--- src/rtl/wfd_pkg.sv ---
package wfd_pkg;

   typedef enum logic [2:0] {
      ST_IDLE,
      ST_HDR,
      ST_ADDR,
      ST_DATA,
      ST_CHECK,
      ST_SKIP,
      ST_DRAIN
   } wfd_state_e;

   // payload byte count selected by the two header length bits
   function automatic int unsigned pl_count(input logic [1:0] code);
      case (code)
         2'b00:   return 1;
         2'b01:   return 4;
         2'b10:   return 16;
         default: return 24;
      endcase
   endfunction

endpackage

--- src/rtl/wfd_crc8_step.sv ---
module wfd_crc8_step #(
   parameter int unsigned    CRC_W = 8,
   parameter int unsigned    BYTE_W = 8,
   parameter logic [CRC_W-1:0] POLY = 8'h31
) (
   input  logic [CRC_W-1:0]  crc_in,
   input  logic [BYTE_W-1:0] byte_in,
   output logic [CRC_W-1:0]  crc_out
);

   logic [BYTE_W:0][CRC_W-1:0] chain;

   assign chain[0] = crc_in;

   for (genvar b = 0; b < BYTE_W; b++) begin : g_bit
      logic fb;
      assign fb          = chain[b][CRC_W-1] ^ byte_in[b];
      assign chain[b+1]  = {chain[b][CRC_W-2:0], 1'b0} ^ (fb ? POLY : '0);
   end

   assign crc_out = chain[BYTE_W];

   if (CRC_W < 2) begin : g_bad_width
      $error("wfd_crc8_step: CRC_W must be at least 2");
   end

endmodule

--- src/rtl/wfd_payload_buf.sv ---
module wfd_payload_buf #(
   parameter int unsigned DEPTH = 24,
   parameter int unsigned WIDTH = 8,
   localparam int unsigned IDX_W = $clog2(DEPTH)
) (
   input  logic             clk,
   input  logic             rst_n,
   input  logic             we,
   input  logic [IDX_W-1:0] widx,
   input  logic [WIDTH-1:0] wdata,
   input  logic [IDX_W-1:0] ridx,
   output logic [WIDTH-1:0] rdata
);

   logic [WIDTH-1:0] mem [DEPTH];

   always_ff @(posedge clk) begin
      if (we) begin
         mem[widx] <= wdata;
      end
   end

   assign rdata = mem[ridx];

   // the longest payload still lands inside the buffer
   p_buf_index_r3: assert property (@(posedge clk) disable iff (!rst_n)
      we |-> (int'(widx) < DEPTH))
      else $error("payload index out of range");

   if (DEPTH < 2) begin : g_bad_depth
      $error("wfd_payload_buf: DEPTH must be at least 2");
   end

endmodule

--- src/rtl/wfd_gap_timer.sv ---
module wfd_gap_timer #(
   parameter int unsigned CNT_W = 16
) (
   input  logic             clk,
   input  logic             rst_n,
   input  logic             run,
   input  logic             byte_seen,
   input  logic [CNT_W-1:0] limit,
   output logic             expired
);

   logic [CNT_W-1:0] idle_cnt;

   assign expired = run && !byte_seen && (idle_cnt >= limit);

   always_ff @(posedge clk or negedge rst_n) begin
      if (!rst_n) begin
         idle_cnt <= '0;
      end else if (!run || byte_seen || expired) begin
         idle_cnt <= '0;
      end else begin
         idle_cnt <= idle_cnt + 1'b1;
      end
   end

   // an expiry is always followed by a fresh count
   p_restart_after_expiry_r10: assert property (@(posedge clk) disable iff (!rst_n)
      expired |=> (idle_cnt == '0))
      else $error("gap counter not cleared after expiry");

endmodule

--- src/rtl/wfd_frame_decoder.sv ---
module wfd_frame_decoder
   import wfd_pkg::*;
#(
   parameter int unsigned     DATA_W      = 8,
   parameter int unsigned     ADDR_W      = 8,
   parameter int unsigned     ID_W        = 6,
   parameter int unsigned     MAX_PAYLOAD = 24,
   parameter int unsigned     GAP_W       = 16,
   parameter logic [DATA_W-1:0] SYNC_CODE = 8'h55,
   parameter logic [DATA_W-1:0] CRC_POLY  = 8'h31,
   parameter logic [DATA_W-1:0] CRC_SEED  = 8'hFF
) (
   input  logic              clk,
   input  logic              rst_n,
   input  logic              rx_valid,
   input  logic [DATA_W-1:0] rx_data,
   input  logic              rx_frame_err,
   input  logic [ID_W-1:0]   dev_id,
   input  logic [GAP_W-1:0]  gap_limit,
   output logic              wr_en,
   output logic [ADDR_W-1:0] wr_addr,
   output logic [DATA_W-1:0] wr_data,
   output logic              wd_kick,
   output logic              crc_err
);

   localparam int unsigned IDX_W  = $clog2(MAX_PAYLOAD);
   localparam int unsigned SKIP_W = $clog2(MAX_PAYLOAD + 3);

   if (DATA_W != 8) begin : g_bad_data_w
      $error("wfd_frame_decoder: DATA_W must be 8");
   end
   if (ID_W != DATA_W - 2) begin : g_bad_id_w
      $error("wfd_frame_decoder: ID_W must leave two header bits for length");
   end
   if (MAX_PAYLOAD < 24) begin : g_bad_depth
      $error("wfd_frame_decoder: MAX_PAYLOAD must hold the 24-byte burst");
   end

   wfd_state_e         state_q;
   logic [DATA_W-1:0]  crc_q;
   logic [DATA_W-1:0]  crc_next;
   logic [DATA_W-1:0]  start_q;
   logic [IDX_W-1:0]   last_q;
   logic [IDX_W-1:0]   idx_q;
   logic [SKIP_W-1:0]  skip_q;
   logic [DATA_W-1:0]  buf_rd;
   logic               in_frame;
   logic               good_byte;
   logic               bad_byte;
   logic               gap_expired;
   logic               buf_we;
   logic [IDX_W-1:0]   hdr_last;

   assign in_frame  = (state_q != ST_IDLE) && (state_q != ST_DRAIN);
   assign good_byte = rx_valid && !rx_frame_err;
   assign bad_byte  = rx_valid && rx_frame_err;
   assign buf_we    = (state_q == ST_DATA) && good_byte;
   assign hdr_last  = IDX_W'(pl_count(rx_data[DATA_W-1 -: 2]) - 1);

   wfd_crc8_step #(
      .CRC_W  (DATA_W),
      .BYTE_W (DATA_W),
      .POLY   (CRC_POLY)
   ) i_crc (
      .crc_in  (crc_q),
      .byte_in (rx_data),
      .crc_out (crc_next)
   );

   wfd_payload_buf #(
      .DEPTH (MAX_PAYLOAD),
      .WIDTH (DATA_W)
   ) i_buf (
      .clk   (clk),
      .rst_n (rst_n),
      .we    (buf_we),
      .widx  (idx_q),
      .wdata (rx_data),
      .ridx  (idx_q),
      .rdata (buf_rd)
   );

   wfd_gap_timer #(
      .CNT_W (GAP_W)
   ) i_gap (
      .clk       (clk),
      .rst_n     (rst_n),
      .run       (in_frame),
      .byte_seen (rx_valid),
      .limit     (gap_limit),
      .expired   (gap_expired)
   );

   always_ff @(posedge clk or negedge rst_n) begin
      if (!rst_n) begin
         state_q <= ST_IDLE;
         crc_q   <= CRC_SEED;
         start_q <= '0;
         last_q  <= '0;
         idx_q   <= '0;
         skip_q  <= '0;
         wr_en   <= 1'b0;
         wr_addr <= '0;
         wr_data <= '0;
         wd_kick <= 1'b0;
         crc_err <= 1'b0;
      end else begin
         wr_en   <= 1'b0;
         wd_kick <= 1'b0;
         crc_err <= 1'b0;
         if (in_frame && (bad_byte || gap_expired)) begin
            state_q <= ST_IDLE;
         end else begin
            case (state_q)
               ST_IDLE: begin
                  if (good_byte && rx_data == SYNC_CODE) begin
                     state_q <= ST_HDR;
                     crc_q   <= CRC_SEED;
                  end
               end
               ST_HDR: begin
                  if (good_byte) begin
                     crc_q  <= crc_next;
                     last_q <= hdr_last;
                     if (rx_data[ID_W-1:0] == dev_id) begin
                        state_q <= ST_ADDR;
                     end else begin
                        state_q <= ST_SKIP;
                        skip_q  <= SKIP_W'(hdr_last) + SKIP_W'(2);
                     end
                  end
               end
               ST_ADDR: begin
                  if (good_byte) begin
                     crc_q   <= crc_next;
                     start_q <= rx_data;
                     idx_q   <= '0;
                     state_q <= ST_DATA;
                  end
               end
               ST_DATA: begin
                  if (good_byte) begin
                     crc_q <= crc_next;
                     idx_q <= idx_q + 1'b1;
                     if (idx_q == last_q) begin
                        state_q <= ST_CHECK;
                     end
                  end
               end
               ST_CHECK: begin
                  if (good_byte) begin
                     idx_q <= '0;
                     if (rx_data == crc_q) begin
                        state_q <= ST_DRAIN;
                        wd_kick <= 1'b1;
                     end else begin
                        state_q <= ST_IDLE;
                        crc_err <= 1'b1;
                     end
                  end
               end
               ST_SKIP: begin
                  if (good_byte) begin
                     if (skip_q == '0) begin
                        state_q <= ST_IDLE;
                     end else begin
                        skip_q <= skip_q - 1'b1;
                     end
                  end
               end
               ST_DRAIN: begin
                  wr_en   <= 1'b1;
                  wr_addr <= ADDR_W'(start_q) + ADDR_W'(idx_q);
                  wr_data <= buf_rd;
                  idx_q   <= idx_q + 1'b1;
                  if (idx_q == last_q) begin
                     state_q <= ST_IDLE;
                  end
               end
               default: state_q <= ST_IDLE;
            endcase
         end
      end
   end

   // a refresh is followed immediately by the first write
   p_kick_leads_write_r8: assert property (@(posedge clk) disable iff (!rst_n)
      wd_kick |=> wr_en)
      else $error("no write after watchdog refresh");

   // back-to-back writes step the address by one
   p_addr_step_r6: assert property (@(posedge clk) disable iff (!rst_n)
      (wr_en && $past(wr_en)) |-> (wr_addr == ADDR_W'($past(wr_addr) + 1'b1)))
      else $error("write address did not increment");

   // a failed check neither refreshes nor writes
   p_err_silent_r7: assert property (@(posedge clk) disable iff (!rst_n)
      crc_err |-> (!wd_kick && !wr_en))
      else $error("check failure overlapped a refresh or write");

   p_err_no_write_after_r7: assert property (@(posedge clk) disable iff (!rst_n)
      crc_err |=> !wr_en)
      else $error("write after check failure");

   // a framing error mid-frame returns to idle without side effects
   p_ferr_abort_r9: assert property (@(posedge clk) disable iff (!rst_n)
      (bad_byte && in_frame) |=> (state_q == ST_IDLE && !wd_kick && !crc_err))
      else $error("framing error did not abort the frame");

   // an expired gap returns to idle
   p_gap_abort_r10: assert property (@(posedge clk) disable iff (!rst_n)
      gap_expired |=> (state_q == ST_IDLE && !wd_kick && !crc_err))
      else $error("gap timeout did not abort the frame");

   // nothing received during write-out can raise a check error
   p_drain_ignores_r11: assert property (@(posedge clk) disable iff (!rst_n)
      (state_q == ST_DRAIN) |=> !crc_err)
      else $error("byte accepted during write-out");

endmodule

--- config.mk ---
export PLATFORM = sky130hd
export DESIGN_NAME = wfd_frame_decoder
export DESIGN_NICKNAME = d
export VERILOG_FILES = /design/src/rtl/wfd_pkg.sv /design/src/rtl/wfd_crc8_step.sv /design/src/rtl/wfd_payload_buf.sv /design/src/rtl/wfd_gap_timer.sv /design/src/rtl/wfd_frame_decoder.sv
export SDC_FILE = /design/constraint.sdc
export NUM_CORES = 1
export LEC_CHECK = 0
export BUFFER_PORTS_ARGS = -buffer_cell sky130_fd_sc_hd__clkbuf_2
export CAP_MARGIN = 20
export CORE_MARGIN = 2
export CORE_UTILIZATION = 55
export DETAILED_ROUTE_END_ITERATION = 6
export HOLD_SLACK_MARGIN = 0.12
export PLACE_DENSITY = 0.84
export RECOVER_POWER = 50
export SYNTH_ARGS = -nofsm -noshare
export SYNTH_HDL_FRONTEND = slang
export SYNTH_SLANG_ARGS = --single-unit
--- constraint.sdc ---
create_clock -name clk -period 2.3 [get_ports clk]
set_input_delay 0.23 -clock clk [delete_from_list [all_inputs] [get_ports clk]]
set_output_delay 0.23 -clock clk [all_outputs]
set_load 0.02 [all_outputs]
# Word-level counts from Yosys, hierarchy flattened
# Memories as Yosys holds them, arrays and structs flattened. A register that Yosys moved wholly into a read port is not among the register bits.
# Cells that the tools add are included.
[totals]
ff_bits = 61
ram_bits = 192
in_bits = 34
out_inout_bits = 19
wordCells = 143
mem_count = 1
[classes]
n_addsub = 6
n_lt_le_gt_ge = 1
eq_ne = 30
n_mux = 46
bitwise_logic = 17
n_reduce_logical = 31
[memory_table]
columns = ["memory", "words", "word_bits", "read_ports", "rd_ports_with_merged_regs", "write_ports", "line", "source"]
rows = [
  ["i_buf.mem", 24, 8, 1, 1, 1, "wfd_payload_buf.sv:15", "logic [WIDTH-1:0] mem [DEPTH];"],
]
[ops]
columns = ["operator", "n"]
rows = [
  ["$xor 8x8->8", 8],
  ["$mux 6", 8],
  ["$mux 3", 12],
  ["$mux 5", 6],
  ["$pmux 5 s3", 2],
  ["$ne 3x3->1 const B", 8],
  ["$pmux 3 s7", 1],
  ["$add 16x1->16 const B", 1],
  ["$ge 16x16->1", 1],
  ["$mux 16", 1],
  ["$mux 8", 2],
  ["$pmux 8 s2", 1],
  ["$mux 1", 12],
  ["$ne 2x2->1 const B", 6],
  ["$pmux 5 s2", 1],
  ["$sub 5x1->5 const B", 2],
  ["$eq 3x3->1 const B", 3],
  ["$reduce_and 9->1", 1],
  ["$add 8x5->8", 1],
  ["$eq 8x7->1 const B", 1],
  ["$eq 8x8->1", 1],
  ["$logic_and 1x1->1", 8],
  ["$reduce_and 4->1", 2],
  ["$xor 1x1->1", 8],
  ["24 further kinds", 34],
]

# Logic depth before layout (Yosys ltp)
[depth]
depth_word = 26
depth_mapped = 11
ltp_nobuf = 9

# Modules after synthesis
# A second synthesis with hierarchy kept.
[hier_totals]
hier_cells = 811
hier_area_um2 = 11871.4
[modules_own_cells]
columns = ["module", "n_inst", "cells_per_inst", "area_per_inst_um2", "seq_area_each_um2"]
rows = [
  ["wfd_payload_buf", 1, 375, 7559.8, 5765.5],
  ["wfd_frame_decoder", 1, 280, 2880.3, 1311.3],
  ["wfd_gap_timer", 1, 130, 1163.6, 400.4],
  ["wfd_crc8_step", 1, 26, 267.8, 0.0],
]

# Worst setup path after synthesis
# No wires, ideal clock.
[synth_timing]
path_type = "reg2reg"
startpoint = "register idx_q[1]"
endpoint = "register wr_addr[6]"
setup_ns = 0.083
t_arrival_ns = 2.259
required_time_ns = 2.217
setup_slack_ns = -0.041
stages_incl_launch_ff = 12
synth_period_minus_slack_ns = 2.341
path_cell_list = "dfrtp_1 > buf_2 > buf_2 > buf_2 > inv_1 > fa_1 > nor2b_1 > o21ai_0 > a21boi_0 > o21ai_0 > xor2_1 > o21ai_0"
[synth_via]
elab_chain_len = 1
[synth_lines]
columns = ["item", "line", "source"]
rows = [
  ["from (decl)", "wfd_frame_decoder.sv:45", "logic [IDX_W-1:0] idx_q;"],
  ["from (signal assigned)", "wfd_frame_decoder.sv:145", "idx_q <= idx_q + 1'b1;"],
  ["from (signal assigned)", "wfd_frame_decoder.sv:176", "idx_q <= idx_q + 1'b1;"],
  ["$add 8x5->8", "wfd_frame_decoder.sv:174", "wr_addr <= ADDR_W'(start_q) + ADDR_W'(idx_q);"],
  ["to (signal assigned)", "wfd_frame_decoder.sv:174", ""],
  ["to (decl)", "wfd_frame_decoder.sv:21", "output logic [ADDR_W-1:0] wr_addr,"],
]
# No other way between the ends.
# A chain may end at the register's enable or synchronous reset.

# Worst setup path after layout
[layout_timing]
startpoint = "register i_gap.idle_cnt[13]"
endpoint = "register state_q[2]"
[layout_via]
elab_chain_len = 6
elab_cells_between_ends = 15
[layout_lines]
columns = ["item", "line", "source"]
rows = [
  ["from (decl)", "wfd_gap_timer.sv:12", "logic [CNT_W-1:0] idle_cnt;"],
  ["from (signal assigned)", "wfd_gap_timer.sv:22", "idle_cnt <= idle_cnt + 1'b1;"],
  ["$ge 16x16->1 *", "wfd_gap_timer.sv:14", "assign expired = run && !byte_seen && (idle_cnt >= limit);"],
  ["$logic_and 1x1->1 *", "wfd_gap_timer.sv:14", ""],
  ["$logic_or 1x1->1 *", "wfd_frame_decoder.sv:112", "if (in_frame && (bad_byte || gap_expired)) begin"],
  ["$logic_and 1x1->1 *", "wfd_frame_decoder.sv:112", ""],
  ["$ne 3x3->1 (no source line) (tied with other cells)", "--", ""],
  ["$reduce_and 9->1 (no source line)", "--", ""],
  ["to (signal assigned)", "wfd_frame_decoder.sv:113", "state_q <= ST_IDLE;"],
  ["to (signal assigned)", "wfd_frame_decoder.sv:118", "state_q <= ST_HDR;"],
  ["to (signal assigned)", "wfd_frame_decoder.sv:127", "state_q <= ST_ADDR;"],
  ["to (decl)", "wfd_frame_decoder.sv:40", "wfd_state_e state_q;"],
]
# Every way passes the cells marked *; elsewhere a longest branch is shown, timed or not.

==> impl_results.md <==
- Status: finished with violations
- Failing checks: max-capacitance violations, max-slew violations
- Worst slew pin tran: 1.62 ns
- Cell taking the most area after synthesis: edfxtp_1
- Min-Delay Startpoint: rx_valid
- Initial Util: 56.5%
- Total Wirelength: 25.6 mm
- EDFF count, synth: 192
- Post-synthesis xor/xnor area fraction: 4.67%
- Vias/cell: 5.92
- Total Neg Setup Slack: 0 ns
- Mean Syn Cell Area: 14.6 um^2
- Hold Vio Cnt, Final: 0
- Setup crit start kind: register
- Total GRT Usage: 24.1%
- Post-route DRC: 0
- Crit path time final: 2.18 ns
- First-pass GRT wire length: 40.1 mm
- Rel. slew slack: -8.07%
- Post-synthesis sequential area ratio: 64.9%
- Pwr per Cell Area: 1120 mW/mm^2
- Row Count: 52
- Vias in the first global route: 7090
- Clock buffer depth: 3
- Leakage: 4.96 nW
- Synth Warn #: 0
- Nets@finish: 956
- Largest net degree at the start of global routing: 39
- Avg WL per Cell: 21.7 um
- Clk_skew: 0.0330 ns
- Maximum clock rate: 459 MHz
- Cell depth of the worst flop-to-flop path: 7
- Root buf cell: clkbuf_16
- Synth cell types: 59
- Antenna violations before repair: 0
- Compound-Gate Fraction of Synth Area: 6.17%
- Die Width: 149 um
- Later-pin clock latency in the skew report: 0.54 ns
- Dpl ws: 0.0799 ns
- Syn Nets: 852
- Area contributors post-synth: edfxtp_1, dfrtp_1, mux4_2
- Gate count after technology mapping: 789
- Core Region: 0.0204 mm^2
- Reg-to-Reg Start: i_gap.idle_cnt[13]
- Grt total ovfl: 0
- Post-synthesis simple-gate area fraction: 8.22%
- Buffers on Ports: 52
- Crit Reg-Reg Endpoint: state_q[2]
- Mapped Area: 0.0115 mm^2
- WHS Endpoint: i_gap.idle_cnt[0]
- Fraction of registers with async set/reset: 26.2%
- Met3 global-route usage: 4.33%
- DR iter-0 viols: 835
- Critical Path Fanout Max: 4
- Share of layout cells above drive strength 1: 22.3%
- Primary FF master, synth: edfxtp_1
- GR peak layer: met2
- Via count: 6998
- Critical Path End Type: register
- Hold depth: 4
- First-pass DRT Iterations: 5
- Worst VDD drop: 0.709 mV
- Max Cap Viol: 2
- Number of antenna diodes: 0
- Fin crit share: 94.7%
- CTS Buf Count: 26
- Crit path from: i_gap.idle_cnt[13]
- Synth top area share: 50.1%
- Postcts setup bufs: 0
- GPL Wtd Cong: 0.873
- Crit Path Class: reg -> reg
- Met1 GRT Util: 32.3%
- Fin worst setup slack: 0.122 ns
- Fill cell count: 1373
- Reg2Reg Setup Slack: 0.12 ns
- Synth Area in Adders: 3.22%
- Critical Path AT: 2.60 ns
- Synthesized flop and latch total: 260
- Clk slew on worst S/H paths: 0.06 ns
- Final setup violating endpoints: 0
- Unrepaired setup endpoints after global routing: false
- Final Max Tran Viols: 58
- Largest family of logic cells by synthesized area: multiplexers
- Htree depth: 1
- Antenna Nets Post-Route: 0
- HP Class: in -> reg
- Synthesis-to-finish area growth: 15.2%
- Detailed-placement wirelength estimate: 16.9 mm
- Req. time, crit path: 2.72 ns
- Fin Hold WS: 0.180 ns
- Fin util: 65.1%
- Die area: 0.0221 mm^2
- Clk sinks: 260
- Met2 usage: 40.2%
- Share of synthesized area spent on multiplexers: 10.5%
- Top Ports: 53
- CTS tree: built
- DIE HEIGHT: 149 um
## worst max-delay path: stages (launching register included)
cell	delay (ns)
dfrtp_1	0.42
ha_1	0.31
a21o_1	0.19
a21oi_1	0.15
o22ai_1	0.14
a2111oi_4	0.43
a211oi_1	0.19
a211oi_1	0.24
## Yosys cell counts (25+ instances only)
library cell,count
a21oi_1,31
dfrtp_1,60
edfxtp_1,192
ha_1,28
inv_1,31
mux4_2,48
nand2_1,82
nor2_1,67
o21ai_0,34
xnor2_1,29
xor2_1,25
## cell type report
cell class,instances,area (um^2),area share (%)
flip-flops and latches,260,7480,56.4
multi-input cells,467,3790,28.6
clock buffers,32,703,5.30
repair buffers,106,646,4.87
well taps,270,338,2.55
clock inverters,15,183,1.38
inverters,32,120,0.905
## report_power, final
part | switching (W) | leakage, nW | internal, W | total, W
clock network | 0.00172 | 0.433 | 0.00261 | 0.00434
registers | 0.000425 | 2.58 | 0.00553 | 0.00596
logic | 0.00256 | 1.94 | 0.00199 | 0.00456
total | 0.00471 | 4.96 | 0.0101 | 0.0148
## how the worst max path moves through the flow
stage / cells past startpoint / to
after floorplan: 11 / wr_addr[6]
after global placement: 7 / i_gap.idle_cnt[2]
after detailed placement: 7 / i_gap.idle_cnt[1]
after CTS: 7 / i_gap.idle_cnt[1]
after global routing: 9 / wr_addr[6]
final: 7 / state_q[2]
## layout by cell type (no fill, tap or decap), types with 31 or more instances in the layout
cell / instances
mux4_2: 48
nor2_1: 67
edfxtp_1: 192
o21ai_0: 34
clkbuf_2: 37
buf_4: 39
nand2_1: 82
inv_1: 31
a21oi_1: 31
dfrtp_1: 58
## sequential cells by signal, indices dropped and copies added (netlist names)
| signal | flops |
|---|---|
| wd_kick | 1 |
| idx_q | 5 |
| state_q | 3 |
| crc_err | 1 |
| wr_data | 8 |
| skip_q | 5 |
| wr_en | 1 |
| last_q | 4 |
| start_q | 8 |
| i_buf.mem | 192 |
| i_gap.idle_cnt | 16 |
| wr_addr | 8 |
| crc_q | 8 |
## per-stage QoR
step | power (W) | area, um^2 | std cells
2_1_floorplan | 0.00923 | 11500 | 789
3_3_place_gp | 0.0104 | 12400 | 1134
3_5_place_dp | 0.0105 | 12400 | 1134
4_1_cts | 0.0149 | 13300 | 1182
5_1_grt | 0.0155 | 13300 | 1182
6_report | 0.0148 | 13300 | 1182
## per-layer routing
layer | wire, um | part of all wire [%] | vias to the layer above
met5 | 0 | 0 | -
met4 | 982 | 3.8 | 0
met3 | 2160 | 8.4 | 69
met2 | 12600 | 49 | 291
met1 | 9900 | 39 | 3489
li1 | - | - | 3149
## kinds of logic after synthesis
family / after synthesis
flops: 260
buf+inv: 62
compound gates: 110
simple gates: 211
mux: 59
fa+ha+maj: 29
xor+xnor: 58
## repair_timing
action	CTS	global route
setup endpoints to repair	0	19
gates resized for setup	0	3
hold buffers	1	0
hold endpoints to repair	22	0
Note: power is estimated with default switching activity, not from simulation.
